### config.mk
export PLATFORM = sky130hd
export DESIGN_NAME = scfg_serial_regs
export DESIGN_NICKNAME = d
export VERILOG_FILES = /design/src/rtl/scfg_pkg.sv /design/src/rtl/scfg_in_sync.sv /design/src/rtl/scfg_frame_rx.sv /design/src/rtl/scfg_reg_bank.sv /design/src/rtl/scfg_serial_regs.sv
export SDC_FILE = /design/constraint.sdc
export NUM_CORES = 1
export LEC_CHECK = 0
export BUFFER_PORTS_ARGS = -buffer_cell sky130_fd_sc_hd__buf_2
export CORE_ASPECT_RATIO = 1.4
export CORE_MARGIN = 2
export CORE_UTILIZATION = 45
export DETAILED_ROUTE_END_ITERATION = 10
export PLACE_DENSITY = 0.64
export SLEW_MARGIN = 20
export SYNTH_ARGS = -nofsm -noshare
export SYNTH_HDL_FRONTEND = slang
export SYNTH_SLANG_ARGS = --single-unit
### constraint.sdc
create_clock -name clk -period 7.7 [get_ports clk]
set_input_delay 1.54 -clock clk [delete_from_list [all_inputs] [get_ports clk]]
set_output_delay 1.54 -clock clk [all_outputs]
set_load 0.005 [all_outputs]
### src/rtl/scfg_pkg.sv
package scfg_pkg;
  localparam int CFG_ADDR_W = 8;
  localparam int CFG_DATA_W = 8;
  localparam int CFG_NREG   = 15;

  // Address of implemented register slot idx (slot 0 is the control register).
  function automatic logic [7:0] cfg_reg_addr(input int idx);
    logic [7:0] a;
    case (idx)
      0:  a = 8'h00;
      1:  a = 8'h01;
      2:  a = 8'h03;
      3:  a = 8'h25;
      4:  a = 8'h26;
      5:  a = 8'h3D;
      6:  a = 8'h3F;
      7:  a = 8'h40;
      8:  a = 8'h41;
      9:  a = 8'h42;
      10: a = 8'h43;
      11: a = 8'h4A;
      12: a = 8'hBF;
      13: a = 8'hCF;
      14: a = 8'hDF;
      default: a = 8'h00;
    endcase
    return a;
  endfunction

  function automatic logic [7:0] cfg_reg_default(input logic [7:0] addr);
    logic [7:0] v;
    case (addr)
      8'h25:   v = 8'h50;
      8'h42:   v = 8'h08;
      default: v = 8'h00;
    endcase
    return v;
  endfunction

  function automatic logic cfg_is_mapped(input logic [7:0] addr);
    logic hit;
    hit = 1'b0;
    for (int i = 0; i < CFG_NREG; i++)
      if (addr == cfg_reg_addr(i)) hit = 1'b1;
    return hit;
  endfunction
endpackage

### src/rtl/scfg_in_sync.sv
module scfg_in_sync #(
  parameter int N      = 3,
  parameter int STAGES = 2,
  parameter logic [N-1:0] RST_VAL = '0
) (
  input  logic         clk,
  input  logic         rst,
  input  logic [N-1:0] d_raw,
  output logic [N-1:0] d_s,
  output logic [N-1:0] d_prev
);
  for (genvar b = 0; b < N; b++) begin : g_bit
    logic [STAGES-1:0] chain;
    logic              last_q;
    always_ff @(posedge clk or posedge rst) begin
      if (rst) begin
        chain  <= {STAGES{RST_VAL[b]}};
        last_q <= RST_VAL[b];
      end else begin
        chain  <= {chain[STAGES-2:0], d_raw[b]};
        last_q <= chain[STAGES-1];
      end
    end
    assign d_s[b]    = chain[STAGES-1];
    assign d_prev[b] = last_q;
  end
endmodule

### src/rtl/scfg_frame_rx.sv
module scfg_frame_rx #(
  parameter int ADDR_W = 8,
  parameter int DATA_W = 8,
  localparam int FRAME_W = ADDR_W + DATA_W,
  localparam int CNT_W   = $clog2(FRAME_W)
) (
  input  logic              clk,
  input  logic              rst,
  input  logic              sen_s,
  input  logic              sclk_fall,
  input  logic              sdi_s,
  output logic [CNT_W-1:0]  bit_cnt,
  output logic [ADDR_W-1:0] addr_q,
  output logic              wr_stb,
  output logic [ADDR_W-1:0] wr_addr,
  output logic [DATA_W-1:0] wr_data,
  output logic              data_phase
);
  logic [FRAME_W-1:0] sh;
  logic [FRAME_W-1:0] sh_next;

  assign sh_next = {sh[FRAME_W-2:0], sdi_s};

  always_ff @(posedge clk or posedge rst) begin
    if (rst) begin
      bit_cnt <= '0;
      sh      <= '0;
      addr_q  <= '0;
      wr_stb  <= 1'b0;
      wr_addr <= '0;
      wr_data <= '0;
    end else begin
      wr_stb <= 1'b0;
      if (sen_s) begin
        bit_cnt <= '0;
      end else if (sclk_fall) begin
        sh <= sh_next;
        if (bit_cnt == CNT_W'(ADDR_W - 1))
          addr_q <= sh_next[ADDR_W-1:0];
        if (bit_cnt == CNT_W'(FRAME_W - 1)) begin
          bit_cnt <= '0;
          wr_stb  <= 1'b1;
          wr_addr <= sh_next[FRAME_W-1:DATA_W];
          wr_data <= sh_next[DATA_W-1:0];
        end else begin
          bit_cnt <= bit_cnt + CNT_W'(1);
        end
      end
    end
  end

  assign data_phase = !sen_s && (bit_cnt >= CNT_W'(ADDR_W));
endmodule

### src/rtl/scfg_reg_bank.sv
module scfg_reg_bank
  import scfg_pkg::*;
#(
  parameter int ADDR_W = CFG_ADDR_W,
  parameter int DATA_W = CFG_DATA_W,
  parameter int NREG   = CFG_NREG
) (
  input  logic                   clk,
  input  logic                   rst,
  input  logic                   wr_stb,
  input  logic [ADDR_W-1:0]      wr_addr,
  input  logic [DATA_W-1:0]      wr_data,
  input  logic [ADDR_W-1:0]      rd_addr,
  output logic [NREG*DATA_W-1:0] regs_flat,
  output logic                   readout_en,
  output logic [DATA_W-1:0]      rd_data,
  output logic                   wr_commit,
  output logic                   sw_reset
);
  localparam int RESET_BIT = 1;
  localparam int READ_BIT  = 0;

  logic ctrl_hit;
  assign ctrl_hit  = (wr_addr == '0);
  assign sw_reset  = wr_stb && ctrl_hit && wr_data[RESET_BIT];
  assign wr_commit = wr_stb && !sw_reset && cfg_is_mapped(8'(wr_addr))
                     && (!readout_en || ctrl_hit);

  for (genvar i = 0; i < NREG; i++) begin : g_reg
    localparam logic [ADDR_W-1:0] RADDR = ADDR_W'(cfg_reg_addr(i));
    localparam logic [DATA_W-1:0] RDEF  = DATA_W'(cfg_reg_default(cfg_reg_addr(i)));
    logic [DATA_W-1:0] q;
    always_ff @(posedge clk or posedge rst) begin
      if (rst)                                q <= RDEF;
      else if (sw_reset)                      q <= RDEF;
      else if (wr_commit && wr_addr == RADDR) q <= wr_data;
    end
    assign regs_flat[i*DATA_W +: DATA_W] = q;
  end

  assign readout_en = regs_flat[READ_BIT];

  always_comb begin
    rd_data = '0;
    for (int i = 1; i < NREG; i++)
      if (rd_addr == ADDR_W'(cfg_reg_addr(i)))
        rd_data = regs_flat[i*DATA_W +: DATA_W];
  end
endmodule

### src/rtl/scfg_serial_regs.sv
module scfg_serial_regs
  import scfg_pkg::*;
#(
  parameter int ADDR_W      = CFG_ADDR_W,
  parameter int DATA_W      = CFG_DATA_W,
  parameter int NREG        = CFG_NREG,
  parameter int SYNC_STAGES = 2
) (
  input  logic                   clk,
  input  logic                   hw_reset,
  input  logic                   cfg_sel_n,
  input  logic                   cfg_sck,
  input  logic                   cfg_sdi,
  input  logic                   ovr_flag,
  output logic                   sdout_ovr,
  output logic [NREG*DATA_W-1:0] regs_q
);
  localparam int FRAME_W = ADDR_W + DATA_W;
  localparam int CNT_W   = $clog2(FRAME_W);
  localparam int BIDX_W  = $clog2(DATA_W);

  // Which data bit goes out for a given frame bit count (MSB first).
  function automatic logic [BIDX_W-1:0] out_bit_index(input logic [CNT_W-1:0] cnt);
    return BIDX_W'(FRAME_W - 1 - int'(cnt));
  endfunction

  logic [2:0] raw_in, syn, syn_prev;
  logic sen_s, sclk_s, sdi_s, sen_prev, sclk_prev;
  logic sclk_fall, sclk_rise, sen_rise;

  assign raw_in = {cfg_sdi, cfg_sck, cfg_sel_n};

  scfg_in_sync #(.N(3), .STAGES(SYNC_STAGES), .RST_VAL(3'b001)) sync_i (
    .clk(clk), .rst(hw_reset), .d_raw(raw_in), .d_s(syn), .d_prev(syn_prev)
  );

  assign sen_s     = syn[0];
  assign sclk_s    = syn[1];
  assign sdi_s     = syn[2];
  assign sen_prev  = syn_prev[0];
  assign sclk_prev = syn_prev[1];
  assign sclk_fall = !sclk_s && sclk_prev;
  assign sclk_rise = sclk_s && !sclk_prev;
  assign sen_rise  = sen_s && !sen_prev;

  logic [CNT_W-1:0]  bit_cnt;
  logic [ADDR_W-1:0] addr_q, wr_addr;
  logic [DATA_W-1:0] wr_data, rd_data;
  logic wr_stb, data_phase, readout_en, wr_commit, sw_reset;

  scfg_frame_rx #(.ADDR_W(ADDR_W), .DATA_W(DATA_W)) rx_i (
    .clk(clk), .rst(hw_reset), .sen_s(sen_s), .sclk_fall(sclk_fall), .sdi_s(sdi_s),
    .bit_cnt(bit_cnt), .addr_q(addr_q), .wr_stb(wr_stb), .wr_addr(wr_addr),
    .wr_data(wr_data), .data_phase(data_phase)
  );

  scfg_reg_bank #(.ADDR_W(ADDR_W), .DATA_W(DATA_W), .NREG(NREG)) bank_i (
    .clk(clk), .rst(hw_reset), .wr_stb(wr_stb), .wr_addr(wr_addr), .wr_data(wr_data),
    .rd_addr(addr_q), .regs_flat(regs_q), .readout_en(readout_en), .rd_data(rd_data),
    .wr_commit(wr_commit), .sw_reset(sw_reset)
  );

  // Readback bit launched on the serial clock rising edge, captured on the falling edge.
  logic sdout_bit;
  always_ff @(posedge clk or posedge hw_reset) begin
    if (hw_reset)                       sdout_bit <= 1'b0;
    else if (sclk_rise && data_phase)   sdout_bit <= rd_data[out_bit_index(bit_cnt)];
  end

  assign sdout_ovr = (readout_en && data_phase) ? sdout_bit : ovr_flag;
endmodule

==> run_results.csv <==
group,metric,value,unit
placed_design,gp_congestion,0.9576,
clocking,cts_tree,"yes",
power,peakVddDrop,106.1,uV
power,p_leak,4.470,nW
routing,drt_iter0_drc,702,
routing,drt_wl_total,26270,microns
placed_design,port-buffer-count,126,
clocking,cts.sinks,172,
final_layout,seqCellArea,0.004310,sq mm
sta,tightest_slew,1.077,ns
die,die_area,0.01927,sq mm
global_route,grt_pass1_wl,39940,microns
routing,drtAntennaViolNets,0,
power,total_power,1.880,mW
sta,fin_crit_sh,46.01,%
routing,drc,0,
die,fp.coreArea,0.01785,sq mm
sta,slew_viol_final,0,
synthesis,netlist-cell-type-count,69,
synthesis,ys_ff_latch,172,
synthesis,async_flop_share,100.0,%
synthesis,synth_area_leaders,"dfrtp_1 (51%), mux2_2 (5.0%), nor2_1 (4.7%)",
run_status,status,"finished, final reports clean",
synthesis,avgSynthCellArea,9.905,sq um
die,initial_core_util,45.77,%
synthesis,ys.warnings.count,0,
die,std_cell_rows,58,
final_layout,nNetsFinal,918,
die,die_w,117.9,microns
clocking,cts_resized,0,
clocking,clock_latency,0.43,ns
global_route,grt_pass1_vias,6585,
worst_setup_path,end_kind,"output port",
clocking,numCtsBuffers,17,
synthesis,seq_area_frac_synth,52.75,%
final_layout,multi_input_area,0.003531,sq mm
final_layout,final_cells,1164,
synthesis,yosys-top-cells-count,"dfrtp_1 (167), nor2_1 (102), o21ai_0 (72)",
sta,fmax,282.2,MHz
clocking,clkTransAtPathRegs,0.06,ns
routing,vias,6971,
sta,final.setup.worst_slack,4.157,ns
placed_design,place_ws,4.156,ns
sta,final-hold-violation-count,0,
routing,dr.pass1.iters,5,
worst_setup_path,worstSetupPathType,"in -> out",
global_route,grt_max_degree,99,
clocking,cts_setup_buffers,0,
synthesis,synth_most_common_cell,"dfrtp_1",
job,maxCapViolations,0,
clocking,cts_hold_buf,0,
worst_setup_path,arrival,2.00,ns
placed_design,place_inst,1132,
sta,period_minus_slack,3.543,ns
die,pin_count,127,
sta,fin_skew,0.01096,ns
synthesis,synth_flop_cell,"dfrtp_1",
sta,finalSetupViolCount,0,
die,die_y,163.4,microns
global_route,grt_overflow_total,0,
placed_design,dpl-instance-area,0.008909,sq mm
clocking,clock_path_buffers,2,
worst_setup_path,crit_fanout,1,
hold_path,worstHoldPathType,"reg -> reg",
placed_design,post-dp-hpwl,18980,microns
final_layout,fillers,1674,
synthesis,syn_nets,832,
routing,wire_per_inst,22.57,microns
synthesis,synth_top_area_cell,"dfrtp_1",
synthesis,syn_area,0.008172,sq mm
final_layout,areaGrowthSynthToFinish,16.38,%
sta,maxSlewHeadroom,27.95,%
synthesis,netlist_instances,825,
sta,rsz0062_at_grt,"false",
worst_setup_path,worst_setup_path_start_kind,"primary input",
synthesis,synth_top_cell_area_share,51.14,%
final_layout,layout-drive-gt1-share,24.57,%
sta,finalSetupTns,0,ns
global_route,grt_antenna_before_repair,0,
clocking,htree_levels,4,
synthesis,synth_edf_count,0,
worst_setup_path,cp.required,6.16,ns
global_route,track_usage,27.55,%
routing,vias_per_cell,5.989,
final_layout,diodes,0,
clocking,clockRootBuffer,"clkbuf_16",
final_layout,fin_area,0.009510,sq mm
power,p_per_area,197.7,mW/mm^2
## where the power goes
group          leakage (nW)  switching [mW]  internal (mW)
clock                 0.291           0.354          0.528
combinational          1.82          0.0269         0.0206
sequential             2.36          0.0246          0.926
total                  4.47           0.406           1.47
## placed cells by master, fill, tap and decap left out, drive strengths merged, types with 8 or more instances in the layout
| cell | instances |
|---|---|
| dfrtp | 167 |
| inv | 23 |
| nor4 | 8 |
| a21oi | 45 |
| a22o | 9 |
| clkbuf | 22 |
| nor2 | 105 |
| a31oi | 12 |
| o22ai | 9 |
| nand2 | 64 |
| nand3 | 48 |
| mux2 | 36 |
| buf | 133 |
| o21ai | 72 |
| mux2i | 36 |
| a211oi | 10 |
| nor3 | 13 |
## area by class of cell
type	instances	share of cell area, %
clock buffers	22	4.881
repair buffers	133	7.183
clock inverters	10	1.447
inverters	21	0.8815
flip-flops and latches	172	45.32
multi-input cells	566	37.13
well taps	240	3.157
## path summary, 6_finish.rpt
| kind | from | end | slack, ns | cells past startpoint |
|---|---|---|---|---|
| setup / recovery | ovr_flag | sdout_ovr | 4.16 | 3 |
| hold / removal | sync_i.g_bit[2].chain[0] | sync_i.g_bit[2].chain[1] | 0.35 | 0 |
| setup reg to reg | rx_i.addr_q[1] | sdout_bit | 4.58 | 8 |
| max in group asynchronous | hw_reset | bank_i.g_reg[0].q[2] | 4.91 | 3 |
| min in group asynchronous | hw_reset | bank_i.g_reg[2].q[3] | 1.29 | 2 |
| hold reg to reg | sync_i.g_bit[2].chain[0] | sync_i.g_bit[2].chain[1] | 0.35 | 0 |
## cells by family after synthesis
family | share of synthesized area [%]
flip-flops | 52.75
buffers and inverters | 4.302
multiplexers | 9.922
XOR/XNOR | 0.2144
AO/OA/AOI/OAI | 15.14
AND/OR/NAND/NOR | 17.52
adder cells (fa/ha/maj) | 0.1531
## layer usage
| metal | GRT usage (%) | share of wire, % | vias up | routed length [microns] |
|---|---|---|---|---|
| met5 | 0 | 0 | - | 0 |
| met4 | 10.08 | 2.6 | 0 | 675 |
| met3 | 4.469 | 5.2 | 45 | 1358 |
| met2 | 48.63 | 53 | 287 | 13850 |
| met1 | 34.10 | 40 | 3507 | 10390 |
| li1 | - | - | 3132 | - |
## registers in the layout, summed over array words and instances, names as in the netlist, 4 cells and up
name / cells
rx_i.sh: 15
rx_i.bit_cnt: 4
bank_i.g.q: 120
sync_i.g_bit.chain: 6
rx_i.wr_data: 8
rx_i.wr_addr: 8
rx_i.addr_q: 8
## critical path, stage by stage
cell and delay (ns):
buf_2 0.09, mux2_2 0.25, buf_2 0.12
## stage by stage
stage                     utilization (%)  hold WS, ns
after global placement              49.90       0.3331
after detailed placement            49.90       0.3358
final                               53.27       0.3481
after global routing                53.27       0.3620
after floorplan                         -       0.3312
after CTS                           53.27       0.3506
(Power assumes the default switching activity.)
